## src/rtl/bct_pkg.sv

```systemverilog
package bct_pkg;

  typedef enum logic [1:0] {
    ST_IDLE   = 2'd0,
    ST_MAIN   = 2'd1,
    ST_MIRROR = 2'd2
  } bct_state_e;

endpackage

```

## src/rtl/bct_base_reg.sv

```systemverilog
// Holds the table base as upper address bits only; alignment is implicit.
module bct_base_reg #(
  parameter int BASE_W = 26
) (
  input  logic              clk,
  input  logic              rst,
  input  logic              cfg_we,
  input  logic [BASE_W-1:0] cfg_base,
  output logic [BASE_W-1:0] base_q
);

  always_ff @(posedge clk) begin
    if (rst) begin
      base_q <= '0;
    end else if (cfg_we) begin
      base_q <= cfg_base;
    end
  end

endmodule

```

## src/rtl/bct_addr_gen.sv

```systemverilog
// Combinational address arithmetic for the main entry and its mirror copy.
module bct_addr_gen #(
  parameter int ADDR_W         = 36,
  parameter int ALIGN_SHIFT    = 10,
  parameter int Q_W            = 4,
  parameter int IDX_W          = 8,
  parameter int MAIN_ENTRIES   = 256,
  parameter int MIRROR_ENTRIES = 64,
  parameter int ENTRY_SHIFT    = 1,
  localparam int BASE_W        = ADDR_W - ALIGN_SHIFT
) (
  input  logic [BASE_W-1:0] base_field,
  input  logic [Q_W-1:0]    queue,
  input  logic [IDX_W-1:0]  idx,
  output logic [ADDR_W-1:0] prim_addr,
  output logic [ADDR_W-1:0] mirr_addr,
  output logic              need_mirror
);

  logic [ADDR_W-1:0] table_base;
  logic [ADDR_W-1:0] queue_off;
  logic [ADDR_W-1:0] main_off;
  logic [ADDR_W-1:0] mirr_off;
  logic [IDX_W:0]    mirr_idx;

  always_comb begin
    table_base  = {base_field, {ALIGN_SHIFT{1'b0}}};
    queue_off   = ADDR_W'(queue) << ALIGN_SHIFT;
    main_off    = ADDR_W'(idx) << ENTRY_SHIFT;
    mirr_idx    = {1'b0, idx} + (IDX_W+1)'(MAIN_ENTRIES);
    mirr_off    = ADDR_W'(mirr_idx) << ENTRY_SHIFT;
    prim_addr   = table_base + queue_off + main_off;
    mirr_addr   = table_base + queue_off + mirr_off;
    need_mirror = ({{(32-IDX_W){1'b0}}, idx} < 32'(MIRROR_ENTRIES));
  end

endmodule

```

## src/rtl/bct_issue_fsm.sv

```systemverilog
// Sequences one or two write commands with registered outputs.
module bct_issue_fsm
  import bct_pkg::*;
#(
  parameter int ADDR_W  = 36,
  parameter int ENTRY_W = 16
) (
  input  logic               clk,
  input  logic               rst,
  input  logic               start,
  input  logic [ADDR_W-1:0]  prim_addr,
  input  logic [ADDR_W-1:0]  mirr_addr,
  input  logic               need_mirror,
  input  logic [ENTRY_W-1:0] entry,
  input  logic               mem_ready,
  output logic               mem_valid,
  output logic [ADDR_W-1:0]  mem_addr,
  output logic [ENTRY_W-1:0] mem_data,
  output logic               busy
);

  bct_state_e        state;
  logic [ADDR_W-1:0] mirr_q;
  logic              mirr_pend;

  always_ff @(posedge clk) begin
    if (rst) begin
      state     <= ST_IDLE;
      mem_valid <= 1'b0;
      mem_addr  <= '0;
      mem_data  <= '0;
      mirr_q    <= '0;
      mirr_pend <= 1'b0;
    end else begin
      unique case (state)
        ST_IDLE: begin
          if (start) begin
            state     <= ST_MAIN;
            mem_valid <= 1'b1;
            mem_addr  <= prim_addr;
            mem_data  <= entry;
            mirr_q    <= mirr_addr;
            mirr_pend <= need_mirror;
          end
        end
        ST_MAIN: begin
          if (mem_ready) begin
            if (mirr_pend) begin
              state    <= ST_MIRROR;
              mem_addr <= mirr_q;
            end else begin
              state     <= ST_IDLE;
              mem_valid <= 1'b0;
            end
          end
        end
        ST_MIRROR: begin
          if (mem_ready) begin
            state     <= ST_IDLE;
            mem_valid <= 1'b0;
            mirr_pend <= 1'b0;
          end
        end
        default: begin
          state     <= ST_IDLE;
          mem_valid <= 1'b0;
        end
      endcase
    end
  end

  assign busy = (state != ST_IDLE);

endmodule

```

## src/rtl/bct_writer.sv

```systemverilog
// Top: byte-count table writer with mirrored low-window entries.
module bct_writer #(
  parameter int NUM_QUEUES     = 16,
  parameter int MAIN_ENTRIES   = 256,
  parameter int MIRROR_ENTRIES = 64,
  parameter int ADDR_W         = 36,
  parameter int ALIGN_SHIFT    = 10,
  parameter int SEQ_W          = 12,
  parameter int LEN_W          = 12,
  parameter int ENTRY_W        = 16,
  localparam int Q_W           = $clog2(NUM_QUEUES),
  localparam int IDX_W         = $clog2(MAIN_ENTRIES),
  localparam int BASE_W        = ADDR_W - ALIGN_SHIFT
) (
  input  logic               clk,
  input  logic               rst,
  input  logic               cfg_we,
  input  logic [BASE_W-1:0]  cfg_base,
  input  logic               req_valid,
  output logic               req_ready,
  input  logic [Q_W-1:0]     req_queue,
  input  logic [SEQ_W-1:0]   req_seq,
  input  logic [LEN_W-1:0]   req_len,
  output logic               mem_valid,
  input  logic               mem_ready,
  output logic [ADDR_W-1:0]  mem_addr,
  output logic [ENTRY_W-1:0] mem_data,
  output logic               busy
);

  logic [BASE_W-1:0]  base_q;
  logic [ADDR_W-1:0]  prim_addr;
  logic [ADDR_W-1:0]  mirr_addr;
  logic               need_mirror;
  logic [IDX_W-1:0]   idx;
  logic [ENTRY_W-1:0] entry;
  logic               start;

  generate
    if (SEQ_W > IDX_W) begin : g_seq_wide
      logic unused_seq_hi;
      assign unused_seq_hi = ^req_seq[SEQ_W-1:IDX_W];
    end
  endgenerate

  assign idx       = req_seq[IDX_W-1:0];
  assign entry     = ENTRY_W'(req_len);
  assign req_ready = ~busy;
  assign start     = req_valid & req_ready;

  bct_base_reg #(.BASE_W(BASE_W)) u_base (
    .clk      (clk),
    .rst      (rst),
    .cfg_we   (cfg_we),
    .cfg_base (cfg_base),
    .base_q   (base_q)
  );

  bct_addr_gen #(
    .ADDR_W         (ADDR_W),
    .ALIGN_SHIFT    (ALIGN_SHIFT),
    .Q_W            (Q_W),
    .IDX_W          (IDX_W),
    .MAIN_ENTRIES   (MAIN_ENTRIES),
    .MIRROR_ENTRIES (MIRROR_ENTRIES),
    .ENTRY_SHIFT    (1)
  ) u_addr (
    .base_field  (base_q),
    .queue       (req_queue),
    .idx         (idx),
    .prim_addr   (prim_addr),
    .mirr_addr   (mirr_addr),
    .need_mirror (need_mirror)
  );

  bct_issue_fsm #(
    .ADDR_W  (ADDR_W),
    .ENTRY_W (ENTRY_W)
  ) u_fsm (
    .clk         (clk),
    .rst         (rst),
    .start       (start),
    .prim_addr   (prim_addr),
    .mirr_addr   (mirr_addr),
    .need_mirror (need_mirror),
    .entry       (entry),
    .mem_ready   (mem_ready),
    .mem_valid   (mem_valid),
    .mem_addr    (mem_addr),
    .mem_data    (mem_data),
    .busy        (busy)
  );

endmodule

```

## config.mk

```make
export PLATFORM = sky130hd
export DESIGN_NAME = bct_writer
export DESIGN_NICKNAME = d
export VERILOG_FILES = /design/src/rtl/bct_pkg.sv /design/src/rtl/bct_base_reg.sv /design/src/rtl/bct_addr_gen.sv /design/src/rtl/bct_issue_fsm.sv /design/src/rtl/bct_writer.sv
export SDC_FILE = /design/constraint.sdc
export NUM_CORES = 1
export LEC_CHECK = 0
export ABC_AREA = 1
export BUFFER_PORTS_ARGS = -buffer_cell sky130_fd_sc_hd__buf_2
export CELL_PAD_IN_SITES_DETAIL_PLACEMENT = 0
export CELL_PAD_IN_SITES_GLOBAL_PLACEMENT = 1
export CORE_MARGIN = 3
export CORE_UTILIZATION = 35
export CTS_CLUSTER_DIAMETER = 150
export DETAILED_ROUTE_END_ITERATION = 10
export PLACE_DENSITY_LB_ADDON = 0.1
export SLEW_MARGIN = 20
export SYNTH_ARGS = -nofsm -noshare
export SYNTH_HDL_FRONTEND = slang
export SYNTH_SLANG_ARGS = --single-unit
```

## constraint.sdc

```tcl
create_clock -name clk -period 1.85 [get_ports clk]
set_input_delay 0.37 -clock clk [delete_from_list [all_inputs] [get_ports clk]]
set_output_delay 0.37 -clock clk [all_outputs]
set_load 0.01 [all_outputs]
```

==> impl_metrics.yaml, run 1 <==
pwr:
  peakVddDrop_uv: 560
  leakage_nw: 3.03
  p_total_mw: 5.74
  power-per-cell-area_nw_per_um2: 882
floorplanning:
  io_pins: 114
  die_h_microns: 130
  rows: 44
  design.core.area_sq_um: 14800
  dieArea_sq_um: 16800
  start_util: 0.363
  die_w_microns: 130
sta:
  setup_viol: 0
  period_minus_slack_ns: 1.81
  fin_skew_ns: 0.00993
  fin_setup_tns_ns: 0
  hold-worst-slack_ns: 0.235
  fmax_mhz: 551
  finalMaxSlewViolations: 0
  hold_violations: 0
  finalCritPeriodShare: 0.981
  rsz0062_at_grt: "true"
final_layout:
  final_nets: 907
  multiInputGateArea_sq_um: 2730
  regArea_sq_um: 2240
  nFillCells: 1577
  final_common_cell: "nand2_1"
  diodes: 0
  final_cell_mix: "nand2_1, nor2_1, dfxtp_1, buf_2, o21ai_0"
  syn_to_final_growth_pct: 21.7
  drive_gt1_frac: 0.264
  fin_cells: 1032
worst_setup_path:
  critPathMaxFanout: 3
  arrival_ns: 2.11
  worstPathRequired_ns: 2.14
  path_cells: "ha_4 > fa_2 > nand2_2 > nand2_4 > nand3b_1 > buf_4 > xor2_2 > nand2_1 > a21oi_2"
  max_stage_delay_ns: 0.40
  start_kind: "flop"
  crit_buf_inv: 1
  path_class: "flop to flop"
  critPathCaptureType: "flop"
  path_delay_family: "adder cells"
  cp_slowest_cell: "fa_2"
yosys:
  synthFlopType: "dfxtp_1"
  synth_top_area_cell: "dfxtp_1"
  synth.area.top_cells: "dfxtp_1, nand2_1, nor2_1, o21ai_0, a21oi_2"
  synth_fa_ha_area_frac: 0.0131
  synth_compound_area_frac: 0.211
  avgSynthCellArea_sq_um: 7.16
  seq_area_frac_synth: 0.419
  post-synth-top-area-fraction: 0.419
  yosys_warnings: 0
  synth_cell_types: 39
  synth_xor_area_frac: 0.00982
  synth_edf_count: 0
  synth-seq-cells: 112
  synthesis.area_sq_um: 5350
  netlist_instances: 747
  synth_top_family_by_area: "simple AND/OR/NAND/NOR gates"
  synth-simple-area-share: 0.247
  async_flop_share: 0
  synth_mux_area_frac: 0
drt:
  drc_errors: 0
  wl_microns: 14700
  routed.top_layer: "met4"
  vias: 4998
  first_pass_iters: 4
  wl_met2_microns: 6270
  wirelength_met1_microns: 7570
  avgRoutedWirePerCell_microns: 14.2
  vias_per_cell: 4.84
  ant_nets: 0
  drtIter0Drc: 242
  wl_met3_microns: 611
grt:
  grt_usage: 0.177
  grt_pass1_wl_microns: 23500
  grt_pass1_vias: 4558
  overflow: 0
  antenna_found_initial: 0
  grt_max_degree: 57
clock_network:
  clock_latency_ns: 0.35
  hold_buffers: 0
  cts.sinks: 112
  cts_buffer_depth: 2
  cts_tree: "done"
  cts_root_buf: "clkbuf_16"
  htreeDepth: 3
  cts.clk_slew.worst_paths_ns: 0.08
  cts_buffers: 9
placement:
  io_buffers: 104
  gp_congestion: 0.854
  place_inst: 1013
  dp_hpwl_microns: 10400
job:
  drv_cap: 0
status:
  status: "completed"
min_path:
  hold_path_class: "primary input to flop"
## routing by layer
layer | track usage | up-vias
met5 | 0 | -
met4 | 0.0599 | 0
met3 | 0.0268 | 16
met2 | 0.258 | 98
met1 | 0.266 | 2278
li1 | - | 2606
## metrics by stage
stage | setup WS (ns) | area [sq um] | util
after floorplan | 0.0877 | 5360 | -
after global placement | -0.282 | 6060 | 0.411
after detailed placement | -0.287 | 6060 | 0.411
after CTS | -0.0242 | 6370 | 0.432
after global routing | -0.0647 | 6510 | 0.441
final | 0.0352 | 6510 | 0.441
## worst paths after layout
path | from | cells after the start | endpoint | slack (ns)
worst max-delay path | u_base.base_q[0] | 9 | u_fsm.mem_addr[16] | 0.04
worst min-delay path | cfg_base[2] | 3 | u_base.base_q[2] | 0.24
worst max register to register | u_base.base_q[0] | 9 | u_fsm.mem_addr[16] | 0.04
worst min register to register | u_base.base_q[25] | 2 | u_base.base_q[25] | 0.47
## flip-flops by register name, indices dropped and copies added (netlist names)
signal and count:
u_fsm.state 2, u_fsm.mem_data 12, u_fsm.mem_addr 35, u_fsm.mirr_q 35, u_fsm.mem_valid 1, u_fsm.mirr_pend 1
u_base.base_q 26
## worst min-delay path: stages
cell and delay [ns]:
buf_2 0.07, nor2_1 0.03, nor2_1 0.08
## area by class of cell
| cell class | instances | share of cell area |
|---|---|---|
| Multi-Input combinational cell | 524 | 0.419 |
| Sequential cell | 112 | 0.345 |
| Timing Repair Buffer | 127 | 0.115 |
| Inverter | 69 | 0.0406 |
| Tap cell | 184 | 0.0354 |
| Clock buffer | 10 | 0.0352 |
| Clock inverter | 6 | 0.0106 |
## logic make-up after synthesis
logic type | after synthesis
adder cells (fa/ha/maj) | 5
AND/OR/NAND/NOR | 319
buffers and inverters | 115
AO/OA/AOI/OAI | 189
flip-flops | 112
XOR/XNOR | 6
other | 1
## power breakdown
part / total [mW] / switching, mW / internal (mW) / leakage [nW]
logic: 1.00 / 0.614 / 0.389 / 1.96
registers: 2.75 / 0.138 / 2.61 / 0.928
clock network: 1.99 / 0.925 / 1.06 / 0.143
total: 5.74 / 1.68 / 4.06 / 3.03
## Yosys cell counts (2+ instances only)
library cell / instances
nand2_1: 139
o21ai_0: 77
a21oi_1: 27
buf_2: 11
nor2_4: 2
nor3_1: 2
o21ai_1: 25
dfxtp_1: 112
and2_1: 2
a21oi_2: 38
ha_1: 4
a21o_1: 2
nand3_1: 29
buf_6: 3
nand4_1: 5
nor2_1: 127
nand2_2: 2
buf_1: 2
a31oi_1: 11
nor2_2: 2
o211ai_1: 6
inv_1: 61
buf_4: 7
nand3b_1: 6
clkbuf_1: 21
inv_2: 7
xor2_1: 5
## timing repair
| action | 4_1_cts | 5_1_grt |
|---|---|---|
| gates cloned | 0 | 0 |
| buffers inserted | 0 | 4 |
| setup endpoints to repair | 13 | 33 |
| resized for setup | 4 | 34 |
| pin swaps | 1 | 11 |
Power figures use the tool's default switching activity.
==> run 2: changes to the inputs <==
SETUP_SLACK_MARGIN = 0.05   (was not set)
==> run 2 against run 1 <==
  * First-iteration DRC count is 12% higher
  * Final cell count is essentially flat
  * Register-to-register slack gained 0.07 ns
  * Sequential share of layout area about the same
  * Maximum frequency is 4.1% higher
  * Hold slack improved by 0.0017 ns
  * Via count decreased by 0.24%
  * Die area unchanged
  * Largest power group unchanged
==> impl_metrics.yaml, run 2 (synthesis results as in run 1) <==
status:
  status: "completed"
worst_setup_path:
  start_kind: "flop"
  max_stage_delay_ns: 0.35
  reg2reg_from: "u_base.base_q[0]"
  reg2reg_to: "u_fsm.mem_addr[16]"
  path_delay_family: "adder cells"
  path_cells: "ha_4 > fa_2 > nand2_2 > nand2_4 > nand3b_1 > buf_4 > xor2_2 > nand2_1 > a21oi_2"
  arrival_ns: 2.03
  rr_worst_depth: 9
  worstPathRequired_ns: 2.14
  path_class: "flop to flop"
  ff2ff_setup_slack_ns: 0.11
  critPathMaxFanout: 3
  cp_slowest_cell: "fa_2"
  crit_buf_inv: 1
  critPathCaptureType: "flop"
final_layout:
  drive_gt1_frac: 0.267
  final_cell_mix: "nand2_1, nor2_1, dfxtp_1, buf_2, o21ai_0"
  multiInputGateArea_sq_um: 2740
  top_regs: "u_fsm.mem_addr: 35 flops, u_fsm.mirr_q: 35 flops, u_base.base_q: 26 flops"
  syn_to_final_growth_pct: 21.8
  final_nets: 906
  final_common_cell: "nand2_1"
  nFillCells: 1584
  regArea_sq_um: 2240
  diodes: 0
sta:
  rsz0062_at_grt: "true"
  hold_violations: 0
  period_minus_slack_ns: 1.74
  worst_slack_ns: 0.107
  finalCritPeriodShare: 0.942
  finalMaxSlewViolations: 0
  setup_viol: 0
  fmax_mhz: 574
  fin_setup_tns_ns: 0
  hold-worst-slack_ns: 0.237
  fin_skew_ns: 0.00804
floorplanning:
  die_h_microns: 130
  start_util: 0.363
  io_pins: 114
  design.core.area_sq_um: 14800
  die_w_microns: 130
  dieArea_sq_um: 16800
  rows: 44
drt:
  first_pass_iters: 5
  vias: 4986
  wl_microns: 14700
  drtIter0Drc: 271
  drc_errors: 0
  ant_nets: 0
  avgRoutedWirePerCell_microns: 14.2
  vias_per_cell: 4.84
clock_network:
  clock_latency_ns: 0.35
  cts_tree: "done"
  cts_root_buf: "clkbuf_16"
  cts_buffers: 9
  cts.clk_slew.worst_paths_ns: 0.08
  htreeDepth: 3
  cts.sinks: 112
  hold_buffers: 0
  cts_buffer_depth: 2
grt:
  overflow: 0
  grt_max_degree: 57
  grt_pass1_vias: 4569
  grt_pass1_wl_microns: 23500
  grt_util_met2: 0.258
  use_met1: 0.265
  antenna_found_initial: 0
  grt_busiest_layer: "met1"
  met3_usage: 0.0268
  grt_usage: 0.177
pwr:
  leakage_nw: 3.03
  power-per-cell-area_nw_per_um2: 882
  peakVddDrop_uv: 560
placement:
  dp_hpwl_microns: 10400
  gp_congestion: 0.854
  io_buffers: 104
  pre_cts_ws_ns: -0.287
min_path:
  min-delay-start: "cfg_base[2]"
  hold_end: "u_base.base_q[2]"
  min_path_cells: 3
  hold_path_class: "primary input to flop"
job:
  drv_cap: 0
run 2: timing repair:
action | 4_1_cts | 5_1_grt
endpoints found under the setup margin | 19 | 32
setup buffers | 1 | 2
pin swaps | 6 | 13
gates resized for setup | 11 | 32
run 2: power by group:
group	total (mW)	leakage, nW	switching [mW]	internal (mW)
Combinational	1.01	1.96	0.617	0.391
Clock	1.99	0.143	0.927	1.06
Sequential	2.75	0.928	0.137	2.61
run 2: routing by layer:
| metal | up-vias | part of all wire |
|---|---|---|
| met1 | 2272 | 0.52 |
| met5 | - | 0 |
| met3 | 16 | 0.040 |
| met2 | 97 | 0.43 |
| met4 | 0 | 0.014 |
| li1 | 2601 | - |
run 2: how the worst max path moves through the flow:
stage                     startpoint                  to  depth (start not counted)
detailed placement      req_queue[0]    u_fsm.mirr_q[24]                         11
CTS                 u_base.base_q[0]    u_fsm.mirr_q[24]                         10
floorplan               req_queue[0]    u_fsm.mirr_q[18]                         12
finish              u_base.base_q[0]  u_fsm.mem_addr[16]                          9
global placement        req_queue[0]    u_fsm.mirr_q[24]                         11
global route        u_base.base_q[0]  u_fsm.mem_addr[16]                          9
run 2: worst min-delay path, delay by kind of cell:
family                 cells  cell delay [ns]
AND/OR/NAND/NOR            2             0.11
buffers and inverters      1             0.07
run 2: area by class of cell:
class,instances,share of cell area
clock inverter,6,0.0106
timing repair buffer,126,0.113
sequential,112,0.344
clock buffer,10,0.0351
multi-input combinational,524,0.421
inverter,69,0.0405
tap,184,0.0353
run 2: stage by stage:
stage	utilization	cell area [sq um]	total power, mW	std cells
after detailed placement	0.411	6060	3.79	1013
after global routing	0.442	6520	6.06	1031
after global placement	0.411	6060	3.77	1013
after floorplan	-	5360	3.43	751
final	0.442	6520	5.75	1031
after CTS	0.434	6400	5.80	1030
==> run 3: changes to the inputs <==
CELL_PAD_IN_SITES_DETAIL_PLACEMENT = not set   (was 0)
CELL_PAD_IN_SITES_GLOBAL_PLACEMENT = not set   (was 1)
PLACE_DENSITY_LB_ADDON = not set   (was 0.1)
clock period = 1.8 ns   (was 1.85 ns; I/O delays follow)
==> run 3 against run 2 <==
  * Setup slack got worse by 0.061 ns
  * Hold slack lost 0.015 ns
  * Flip-flop and latch count unchanged
  * Clock power is 7% higher
  * Critical path depth up 4
  * Global-route usage fell by 0.99 points
  * Via count shrank 0.12%
  * Non-clock buffer count increased by 9
  * Sequential power rose by 3%
  * Critical endpoint is now u_fsm.mirr_q[22]
  * Largest power group unchanged
==> impl_metrics.yaml, run 3 (synthesis results as in run 1) <==
sta:
  tightest_slew_ns: 0.545
  period_minus_slack_ns: 1.75
  fin_setup_tns_ns: 0
  rsz0062_at_grt: "true"
  worst_slack_ns: 0.0454
  hold_violations: 0
  finalMaxSlewViolations: 0
  finalCritPeriodShare: 0.975
  fmax_mhz: 570
  setup_viol: 0
  slew_headroom: 0.637
  fin_skew_ns: 0.0109
min_path:
  min-delay-start: "cfg_base[3]"
  hold_path_class: "primary input to flop"
worst_setup_path:
  start_kind: "flop"
  crit_path_end: "u_fsm.mirr_q[22]"
  arrival_ns: 2.01
  crit_start: "u_base.base_q[0]"
  rr_worst_depth: 13
  ff2ff_setup_slack_ns: 0.05
  critPathMaxFanout: 6
  worstPathRequired_ns: 2.06
  critPathCaptureType: "flop"
  reg2reg_from: "u_base.base_q[0]"
  reg2reg_to: "u_fsm.mirr_q[22]"
  path_class: "flop to flop"
clock_network:
  cts_buffer_depth: 2
  cts.clk_slew.worst_paths_ns: 0.08
  clock_latency_ns: 0.36
  cts_root_buf: "clkbuf_16"
  cts_tree: "done"
  hold_buffers: 0
  htreeDepth: 3
  cts_buffers: 9
  cts.sinks: 112
final_layout:
  drive_gt1_frac: 0.282
  final_core_util: 0.449
  diodes: 0
  final_nets: 915
  nFillCells: 1546
  postLayoutCellArea_sq_um: 6630
  top_regs: "u_fsm.mem_addr: 35 flops, u_fsm.mirr_q: 35 flops, u_base.base_q: 26 flops"
  syn_to_final_growth_pct: 23.9
  final_common_cell: "nor2_1"
  final_cell_mix: "nor2_1, nand2_1, dfxtp_1, buf_2, o21ai_0"
floorplanning:
  dieArea_sq_um: 16800
  design.core.area_sq_um: 14800
  rows: 44
  die_h_microns: 130
  die_w_microns: 130
  start_util: 0.363
  io_pins: 114
placement:
  place_area_sq_um: 6100
  gp_congestion: 0.837
  pre_cts_ws_ns: -0.190
  io_buffers: 104
  dp_hpwl_microns: 9980
drt:
  wl_microns: 14000
  first_pass_iters: 5
  ant_nets: 0
  vias: 4980
  avgRoutedWirePerCell_microns: 13.5
  vias_per_cell: 4.79
  drtIter0Drc: 364
  drc_errors: 0
grt:
  grt_pass1_vias: 4458
  grt_usage: 0.167
  grt_pass1_wl_microns: 22600
  grt_max_degree: 57
  overflow: 0
  antenna_found_initial: 0
pwr:
  peakVddDrop_uv: 463
  leakage_nw: 3.09
  power-per-cell-area_nw_per_um2: 904
job:
  drv_cap: 0
status:
  status: "completed"
run 3: cell types whose count changed in the layout (fill, tap and decap cells not counted), moves of 3 or more:
cell,previous run,this run
nand2_1,125,122
buf_4,18,25
o21ai_1,29,32
nand2_2,12,17
run 3: power breakdown:
group          internal, mW  total (mW)  leakage, nW  switching (mW)
clock network          1.11        2.12        0.154            1.01
registers              2.69        2.82        0.929           0.134
logic                 0.416        1.05         2.01           0.637
run 3: critical path, cell delays in order (launching register included):
cell and delay, ns:
dfxtp_2 0.34, ha_4 0.16, fa_2 0.40, nand2_2 0.08, nand2_2 0.07, nand2_4 0.09
nor2_4 0.05, buf_6 0.12, nand2_2 0.05, nand2_2 0.05, nand2_1 0.06, nand2_1 0.05
o211ai_1 0.09, inv_1 0.05
run 3: cell type report:
type / count / area, sq um / share of cell area
Clock inverter: 7 / 87.6 / 0.0132
Clock buffer: 9 / 225 / 0.0340
Tap cell: 184 / 230 / 0.0347
Inverter: 69 / 264 / 0.0398
Timing Repair Buffer: 135 / 815 / 0.123
Multi-Input combinational cell: 524 / 2760 / 0.416
Sequential cell: 112 / 2250 / 0.339
run 3: how the worst min path moves through the flow:
stage / end / slack (ns) / cells after the start
after floorplan: u_fsm.mirr_q[9] / 0.44 / 2
after global placement: u_fsm.mirr_q[9] / 0.45 / 2
after global routing: u_base.base_q[1] / 0.22 / 3
after detailed placement: u_fsm.mem_valid / 0.46 / 2
after CTS: u_base.base_q[3] / 0.21 / 3
final: u_base.base_q[3] / 0.22 / 3
run 3: stage by stage:
stage	power, mW	std cells	hold slack [ns]
6_report	5.99	1040	0.222
5_1_grt	6.29	1040	0.224
4_1_cts	6.00	1034	0.212
3_5_place_dp	3.89	1018	0.464
3_3_place_gp	3.88	1018	0.451
2_1_floorplan	3.52	751	0.441
run 3: metal layers:
metal  global-route usage  vias up  part of all wire
li1                     -     2616                 -
met1                0.255     2258              0.52
met2                0.241       94              0.43
met3               0.0243       12             0.038
met4               0.0513        0             0.011
met5                    0        -                 0
run 3: what timing repair did:
item / in CTS / in global routing
endpoints found under the hold margin: 0 / 0
buffers inserted: 0 / 6
endpoints found under the setup margin: 15 / 49
resized for setup: 4 / 47
pin swaps: 3 / 19
